### config.mk
export PLATFORM = sky130hd
export DESIGN_NAME = fetch_sequencer
export DESIGN_NICKNAME = d
export VERILOG_FILES = /design/src/rtl/seq_pkg.sv /design/src/rtl/seq_state.sv /design/src/rtl/seq_ctrl.sv /design/src/rtl/seq_overlay.sv /design/src/rtl/fetch_sequencer.sv
export SDC_FILE = /design/constraint.sdc
export NUM_CORES = 1
export LEC_CHECK = 0
export CAP_MARGIN = 20
export CORE_MARGIN = 4
export CORE_UTILIZATION = 24
export DETAILED_ROUTE_END_ITERATION = 16
export PLACE_DENSITY = 0.82
export SLEW_MARGIN = 20
export SYNTH_ARGS = -nofsm -noshare
export SYNTH_HDL_FRONTEND = slang
export SYNTH_SLANG_ARGS = --single-unit
### constraint.sdc
create_clock -name clk -period 1.3 [get_ports clk]
set_input_delay 0.26 -clock clk [delete_from_list [all_inputs] [get_ports clk]]
set_output_delay 0.26 -clock clk [all_outputs]
set_load 0.01 [all_outputs]
### src/rtl/seq_pkg.sv
// Package seq_pkg
// Shared state encoding and sizes for the fetch sequencer.
// Assumes exactly four timing states; the one-hot bit order follows the enum order.
package seq_pkg;

    localparam int unsigned NSTATE = 4;
    localparam int unsigned ST_W   = $clog2(NSTATE);

    typedef enum logic [ST_W-1:0] {
        ST_FETCH_A = 2'd0,
        ST_FETCH_B = 2'd1,
        ST_EXEC_A  = 2'd2,
        ST_EXEC_B  = 2'd3
    } seq_state_e;

endpackage

### src/rtl/seq_state.sv
// Module seq_state
// State register and next-state logic of the sequencer.
// Assumes mem_rdy_i is stable ahead of the clock edge and reset is synchronous, active low.
module seq_state
    import seq_pkg::*;
(
    input  logic       clk,
    input  logic       rst_n,
    input  logic       mem_rdy_i,
    input  logic       mem_op_i,
    output seq_state_e state_q
);

    seq_state_e state_d;

    // Pick the following state from the current state, ready and instruction type.
    always_comb begin
        state_d = state_q;
        case (state_q)
            ST_FETCH_A: state_d = ST_FETCH_B;
            ST_FETCH_B: state_d = mem_rdy_i ? ST_EXEC_A : ST_FETCH_B;
            ST_EXEC_A:  state_d = (!mem_op_i || mem_rdy_i) ? ST_FETCH_A : ST_EXEC_B;
            ST_EXEC_B:  state_d = mem_rdy_i ? ST_FETCH_A : ST_EXEC_B;
            default:    state_d = ST_FETCH_A;
        endcase
    end

    // Register the state; reset forces the first fetch state.
    always_ff @(posedge clk) begin
        if (!rst_n) begin
            state_q <= ST_FETCH_A;
        end else begin
            state_q <= state_d;
        end
    end

    p_reset_fetch_r1: assert property (@(posedge clk)
        !rst_n |=> state_q == ST_FETCH_A);

    p_fetch_a_next_r2: assert property (@(posedge clk) disable iff (!rst_n)
        state_q == ST_FETCH_A |=> state_q == ST_FETCH_B);

    p_fetch_b_hold_r3: assert property (@(posedge clk) disable iff (!rst_n)
        (state_q == ST_FETCH_B && !mem_rdy_i) |=> state_q == ST_FETCH_B);

    p_fetch_b_go_r4: assert property (@(posedge clk) disable iff (!rst_n)
        (state_q == ST_FETCH_B && mem_rdy_i) |=> state_q == ST_EXEC_A);

    p_exec_a_done_r5: assert property (@(posedge clk) disable iff (!rst_n)
        (state_q == ST_EXEC_A && (!mem_op_i || mem_rdy_i)) |=> state_q == ST_FETCH_A);

    p_exec_a_wait_r6: assert property (@(posedge clk) disable iff (!rst_n)
        (state_q == ST_EXEC_A && mem_op_i && !mem_rdy_i) |=> state_q == ST_EXEC_B);

    p_exec_b_exit_r7: assert property (@(posedge clk) disable iff (!rst_n)
        (state_q == ST_EXEC_B && mem_rdy_i) |=> state_q == ST_FETCH_A);

endmodule

### src/rtl/seq_ctrl.sv
// Module seq_ctrl
// Decodes the state into the override controls and the one-hot timing vector.
// Assumes that a field whose force flag is 0 is taken from the decoder word downstream.
module seq_ctrl
    import seq_pkg::*;
(
    input  logic              rst_n,
    input  logic              mem_rdy_i,
    input  seq_state_e        state_q,
    output logic              sel_frc,
    output logic              sel_val,
    output logic              ld_frc,
    output logic              ld_val,
    output logic              pci_val,
    output logic              ir_load,
    output logic [NSTATE-1:0] tvec
);

    // Produce the force flags and the forced values for each state.
    always_comb begin
        sel_frc = 1'b1;
        sel_val = 1'b0;
        ld_frc  = 1'b1;
        ld_val  = 1'b0;
        pci_val = 1'b0;
        ir_load = 1'b0;
        if (rst_n) begin
            case (state_q)
                ST_FETCH_A: begin
                    sel_val = 1'b1;
                    ld_val  = 1'b1;
                end
                ST_FETCH_B: begin
                    pci_val = mem_rdy_i;
                    ir_load = mem_rdy_i;
                end
                ST_EXEC_A: begin
                    sel_frc = 1'b0;
                    ld_frc  = 1'b0;
                end
                ST_EXEC_B: begin
                    sel_val = 1'b1;
                end
                default: begin
                    sel_val = 1'b0;
                end
            endcase
        end
    end

    // One bit of the timing vector for each state, in enum order.
    for (genvar g = 0; g < NSTATE; g++) begin : g_tvec
        assign tvec[g] = (state_q == seq_state_e'(g));
    end

endmodule

### src/rtl/seq_overlay.sv
// Module seq_overlay
// Replaces the three sequencer-owned fields of the decoder word and passes all other bits.
// Assumes the three field positions are distinct and lie inside the word.
module seq_overlay #(
    parameter int unsigned CW_W     = 17,
    parameter int unsigned MSEL_POS = 12,
    parameter int unsigned MLD_POS  = 13,
    parameter int unsigned PCI_POS  = 14
) (
    input  logic [CW_W-1:0] cw_in,
    input  logic            sel_frc,
    input  logic            sel_val,
    input  logic            ld_frc,
    input  logic            ld_val,
    input  logic            pci_val,
    output logic [CW_W-1:0] cw_out
);

    // Choose, per bit, between the decoder value and the sequencer value.
    for (genvar g = 0; g < CW_W; g++) begin : g_bit
        if (g == MSEL_POS) begin : g_sel
            assign cw_out[g] = sel_frc ? sel_val : cw_in[g];
        end else if (g == MLD_POS) begin : g_ld
            assign cw_out[g] = ld_frc ? ld_val : cw_in[g];
        end else if (g == PCI_POS) begin : g_pci
            assign cw_out[g] = pci_val;
        end else begin : g_pass
            assign cw_out[g] = cw_in[g];
        end
    end

endmodule

### src/rtl/fetch_sequencer.sv
// Module fetch_sequencer
// Top of the multi-cycle fetch/execute sequencer: state register, control decode, word overlay.
// Assumes the decoder word and the instruction type are valid in every cycle.
module fetch_sequencer
    import seq_pkg::*;
#(
    parameter int unsigned CW_W     = 17,
    parameter int unsigned MSEL_POS = 12,
    parameter int unsigned MLD_POS  = 13,
    parameter int unsigned PCI_POS  = 14
) (
    input  logic              clk,
    input  logic              rst_n,
    input  logic              mem_rdy_i,
    input  logic              mem_op_i,
    input  logic [CW_W-1:0]   cw_i,
    output logic [CW_W-1:0]   cw_o,
    output logic [NSTATE-1:0] tstate_o,
    output logic              ir_load_o
);

    seq_state_e state_q;
    logic       sel_frc;
    logic       sel_val;
    logic       ld_frc;
    logic       ld_val;
    logic       pci_val;

    seq_state u_state (
        .clk       (clk),
        .rst_n     (rst_n),
        .mem_rdy_i (mem_rdy_i),
        .mem_op_i  (mem_op_i),
        .state_q   (state_q)
    );

    seq_ctrl u_ctrl (
        .rst_n     (rst_n),
        .mem_rdy_i (mem_rdy_i),
        .state_q   (state_q),
        .sel_frc   (sel_frc),
        .sel_val   (sel_val),
        .ld_frc    (ld_frc),
        .ld_val    (ld_val),
        .pci_val   (pci_val),
        .ir_load   (ir_load_o),
        .tvec      (tstate_o)
    );

    seq_overlay #(
        .CW_W     (CW_W),
        .MSEL_POS (MSEL_POS),
        .MLD_POS  (MLD_POS),
        .PCI_POS  (PCI_POS)
    ) u_overlay (
        .cw_in   (cw_i),
        .sel_frc (sel_frc),
        .sel_val (sel_val),
        .ld_frc  (ld_frc),
        .ld_val  (ld_val),
        .pci_val (pci_val),
        .cw_out  (cw_o)
    );

    p_onehot_r10: assert property (@(posedge clk) disable iff (!rst_n)
        $countones(tstate_o) == 1);

    p_pcinc_once_r4: assert property (@(posedge clk) disable iff (!rst_n)
        cw_o[PCI_POS] |-> (tstate_o[1] && mem_rdy_i));

    p_irload_once_r8: assert property (@(posedge clk) disable iff (!rst_n)
        ir_load_o |-> (tstate_o[1] && mem_rdy_i));

    p_exec_b_sel_r7: assert property (@(posedge clk) disable iff (!rst_n)
        tstate_o[3] |-> (cw_o[MSEL_POS] && !cw_o[MLD_POS]));

    p_fetch_a_load_r2: assert property (@(posedge clk) disable iff (!rst_n)
        tstate_o[0] |-> (cw_o[MSEL_POS] && cw_o[MLD_POS]));

    p_reset_quiet_r1: assert property (@(posedge clk)
        !rst_n |-> (!cw_o[MSEL_POS] && !cw_o[MLD_POS] && !cw_o[PCI_POS] && !ir_load_o));

endmodule

==> results of run 1 <==
-- cell type report --
class	count	area [sq um]	area share, %
Multi-Input combinational cell	17	267.8	44.21
Clock buffer	3	22.52	3.719
Inverter	2	10.01	1.653
Tap cell	14	17.52	2.893
Sequential cell	2	45.04	7.438
Timing Repair Buffer	27	242.7	40.08
-- power groups by stage --
stage,logic [W],clock network [W],registers [W]
6_report,0.000280,0.000135,0.0000784
3_3_place_gp,0.000207,0,0.0000730
3_5_place_dp,0.000214,0,0.0000731
2_1_floorplan,0.000131,0,0.0000742
4_1_cts,0.000268,0.000144,0.0000761
5_1_grt,0.000300,0.000151,0.0000796
-- what timing repair did --
item                                    in CTS  in global routing
gates cloned                                 0                  0
endpoints found under the setup margin      10                 10
gates resized for setup                     57                  4
setup buffers                                1                  1
pin swaps                                    5                  3
-- per-stage QoR --
stage / area (sq um) / instances
2_1_floorplan: 330.3 / 36
3_3_place_gp: 462.9 / 61
3_5_place_dp: 462.9 / 61
4_1_cts: 585.6 / 65
5_1_grt: 605.6 / 65
6_report: 605.6 / 65
-- worst reg2reg max path, stage by stage, from the launching register on --
cell	delay, ns
dfxtp_2	0.32
inv_2	0.08
buf_6	0.10
ha_4	0.13
buf_6	0.11
and2b_2	0.24
nor4b_4	0.22
-- worst paths after layout --
kind | from | to | cells after the start
worst max-delay path | u_state.state_q[0] | cw_o[12] | 5
worst min-delay path | cw_i[3] | cw_o[3] | 0
worst max register to register | u_state.state_q[1] | u_state.state_q[1] | 6
worst min register to register | u_state.state_q[0] | u_state.state_q[1] | 5
-- cell families (layout without fill, tap and decap cells) --
family,after synthesis,count (layout),synth area share [%]
buf+inv,17,32,37.07
simple gates,8,8,18.92
fa+ha+maj,5,5,19.31
compound gates,3,3,9.267
flops,2,2,12.36
mux,1,1,3.089
-- synthesized netlist by cell type --
cell	instances
a211oi_1	1
a2111oi_2	1
or2_1	1
mux2i_1	1
a21boi_0	1
inv_1	2
nor2b_1	2
nor3b_1	1
and2b_2	1
ha_1	5
and3_2	1
dfxtp_1	2
buf_4	15
nand2_1	1
nor4b_2	1
-- metal layers --
metal / vias to the layer above / GRT usage (%)
met4: 0 / 11.45
met1: 133 / 7.838
met5: - / 0
met2: 11 / 19.48
met3: 2 / 3.984
li1: 137 / -
==> run metrics, run 1 <==
status=complete, but fails checks; failing checks=negative setup slack; max FFs per register=2; Max Cap Viol=0; synthesized flop and latch total=2; clock insertion delay at the later pin of the skew report=0.22 ns; CP Launch Type=register; Clock Root Buffer=clkbuf_4; Final ANT Viol Nets=0; registers with the most flip-flops=u_state.state_q: 2 flops; core footprint=1186 sq um; Sw Pwr=0.0001578 W; P_int=0.0003354 W; first-pass GRT wire length=1.428 mm; Clock Skews=0.001163 ns; Worst-Margin Slew=0.2519 ns; Netlist Area Pre-Place=324.1 sq um; post-layout util=51.05%; CTS Buf Count=3; leading area contributor after synthesis=buf_4; DRC errors left=0; initial antenna violation count=0; layout cells sized above 1=82.35%; Slew headroom=83.21%; most common cell after layout, fill and taps aside=buf_6; post-synth cell types=15; Area Growth Syn to Fin=86.87%; wire length on met1=252 microns; Max stage delay on crit path=0.35 ns; row count=12; final setup fails=6; Crit Path Category=reg2out; delay-heaviest family, CP=flip-flops; clock power share=27.4%; maximum clock path buffer count=2; die extent in y=44.75 microns; Overflow after GRT=0; met3 WL post-DR=77 microns; clock tree from TritonCTS=done; worst hold slack=0.5200 ns; Biggest register=u_state.state_q; final period utilization=121.0%; WL per Instance=13.83 microns; GR Util All Layers=10.64%; pin count of the biggest net entering global routing=5; TritonRoute pass-1 iters=2; hold buffer count at CTS=0; Buf/Inv on CP=2; Die ar.=2002 sq um; number of H-tree levels=1; CP arrival=1.31 ns; die width=44.75 microns; nets=79; highest routed layer=met4; Yosys Warn Count=0; count of final hold-check violations=0; Sequential Power Share=15.9%; first-iteration detailed-routing DRC count=1; vias per cell=4.354; PwrDens=814.4 nW/um^2; leakage power=0.2550 nW; crit path max fanout=3; Crit-path slowest cell=dfxtp_4; via count=283; Max Freq=635.6 MHz; CP required=1.04 ns; register area share after synthesis=12.36%; max-slew violations=0; I/O Buffers=13; share of the synthesized area in the top cell type=34.75%; diode count=0; RSZ-0062 raised after global routing=yes; post-route setup slack=-0.2733 ns; Post-Route Setup TNS=-0.7589 ns; Switching Share=32.00%; clock sinks=2; fillers=116; routed wl met2=555 microns; total power=0.0004932 W; gpl congestion=0.6478; peak supply drop=0.3418 mV; HPWL after DPL=560.7 microns; Initial Util=27.32%; CP Capture Type=primary output; Combinational Power Share=56.7%; top cells by area, synth=buf_4, ha_1, dfxtp_1; most frequent cells in the layout=buf_6, buf_4, ha_4, clkdlybuf4s50_1, buf_2; top-level I/O count=43; Post-Syn Instances=36; Post-Syn Area per Cell=9.002 sq um; worst reg-to-reg setup slack=0.01 ns; minimum clock period=1.573 ns; vias in the first global route=333; final WL=899 microns; pre-CTS setup slack=-0.5166 ns; crit path cell chain=inv_4, ha_4, or2_1, a21boi_2, buf_2; net count after synthesis=62; Worst Hold Class=in2out; CTS clk-pin slew, worst paths=0.03 ns
No activity file was read; power rests on OpenSTA's default activity.
==> inputs of run 2 (changes only) <==
SKIP_LAST_GASP = 1   (was unset)
==> run metrics, run 2 (synthesized netlist as in run 1, its figures left out) <==
pre-CTS setup slack=-0.5166 ns (unchanged); CP Capture Type=primary output; HPWL after DPL=560.7 microns (unchanged); CP required=1.04 ns (about the same); Initial Util=27.32% (unchanged); first-pass GRT wire length=1.359 mm (-4.8%); maximum clock path buffer count=2 (unchanged); fillers=119 (+2.6%); vias per cell=4.197 (-3.6%); top-level I/O count=43 (unchanged); I/O Buffers=13 (unchanged); most frequent cells in the layout=buf_4, buf_6, clkdlybuf4s50_1; diode count=0 (unchanged); worst hold slack=0.5200 ns (unchanged); post-route setup slack=-0.2674 ns (+0.005941 ns); clock sinks=2 (unchanged); Crit Path Category=reg2out; CP Launch Type=register; Max Cap Viol=0 (unchanged); status=complete, but fails checks; crit path max fanout=3 (unchanged); vias in the first global route=316 (-5.1%); minimum clock period=1.567 ns (-0.005941 ns); most common cell after layout, fill and taps aside=buf_4; CTS clk-pin slew, worst paths=0.03 ns (about the same); Worst-Margin Slew=0.2537 ns (+0.001817 ns); number of H-tree levels=1 (unchanged); pin count of the biggest net entering global routing=5 (unchanged); max-slew violations=0 (unchanged); Slew headroom=83.06% (-0.15 points); GR Util All Layers=9.984% (-0.65 points); leakage power=0.2578 nW (+1.1%); gpl congestion=0.6478 (unchanged); post-layout util=49.68% (-1.4 points); final period utilization=120.6% (-0.46 points); Worst R2R Start=u_state.state_q[1]; Biggest register=u_state.state_q; registers with the most flip-flops=u_state.state_q: 2 flops; core footprint=1186 sq um (unchanged); Clock Skews=0.0008701 ns (-0.0002932 ns); TritonRoute pass-1 iters=2 (unchanged); hold path startpoint=cw_i[3]; placed instance area=462.9 sq um (unchanged); DRC errors left=0 (unchanged); final WL=845 microns (-6.0%); Worst Setup SP=u_state.state_q[0]; clock insertion delay at the later pin of the skew report=0.22 ns (about the same); die extent in y=44.75 microns (unchanged); Area Growth Syn to Fin=81.85%; count of final hold-check violations=0 (unchanged); layout cells sized above 1=82.69% (+0.34 points); Clock Root Buffer=clkbuf_4; failing checks=negative setup slack; peak supply drop=0.3228 mV (-5.6%); Final ANT Viol Nets=0 (unchanged); Finished Cell Area=589.3 sq um (-2.7%); final setup fails=8 (+2); total power=0.0004849 W (-1.7%); PwrDens=822.9 nW/um^2 (+1.0%); CTS Buf Count=3 (unchanged); CP arrival=1.31 ns (about the same); first-iteration detailed-routing DRC count=1 (unchanged); via count=277 (-2.1%); clock tree from TritonCTS=done; Worst Hold Class=in2out; max FFs per register=2 (unchanged); initial antenna violation count=0 (unchanged); Max Freq=638.0 MHz (+0.38%); WL per Instance=12.80 microns (-7.4%); nets=80 (+1.3%); Die ar.=2002 sq um (unchanged); row count=12 (unchanged); hold buffer count at CTS=0 (unchanged); die width=44.75 microns (unchanged); Overflow after GRT=0 (unchanged); RSZ-0062 raised after global routing=yes
[run 2: area by class of cell]
type	instances	area, sq um	share of cell area [%]
Timing Repair Buffer	28	249.0	42.25
Inverter	2	10.01	1.699
Multi-Input combinational cell	17	247.7	42.04
Sequential cell	2	42.54	7.219
Tap cell	14	17.52	2.972
Clock buffer	3	22.52	3.822
[run 2: metal layers]
layer  GRT usage, %  wire (microns)  vias up
met4          9.639              18        0
li1               -               -      137
met5              0               0        -
met2          18.62             508       11
met3          3.984              77        2
met1          7.363             241      127
[run 2: per-stage QoR]
stage,TNS [ns],std cells
2_1_floorplan,-0.009242,36
3_3_place_gp,-2.591,61
3_5_place_dp,-2.744,61
4_1_cts,-0.8979,65
5_1_grt,-1.396,66
6_report,-0.9624,66
[run 2: worst paths after layout]
check | endpoint | slack [ns] | depth (start not counted)
max reg2reg | u_state.state_q[0] | -0.11 | 6
max | cw_o[12] | -0.27 | 5
min reg2reg | u_state.state_q[1] | 0.93 | 5
min | cw_o[3] | 0.52 | 0
[run 2: report_power, final]
part            total, W  internal, W  switching [W]
sequential     0.0000769    0.0000699     0.00000699
clock           0.000135     0.000102      0.0000331
combinational   0.000273     0.000164       0.000110
total           0.000485     0.000335       0.000150
[run 2: critical path, stage by stage (launching register included)]
cell and delay, ns:
dfxtp_2 0.34, inv_4 0.06, ha_4 0.23, or2_1 0.22
a21boi_2 0.11, buf_2 0.13
[run 2: repair_timing]
action | CTS | global route
endpoints found under the setup margin | 10 | 10
buffers inserted | 1 | 1
gates resized for setup | 55 | 2
pin swaps | 4 | 3
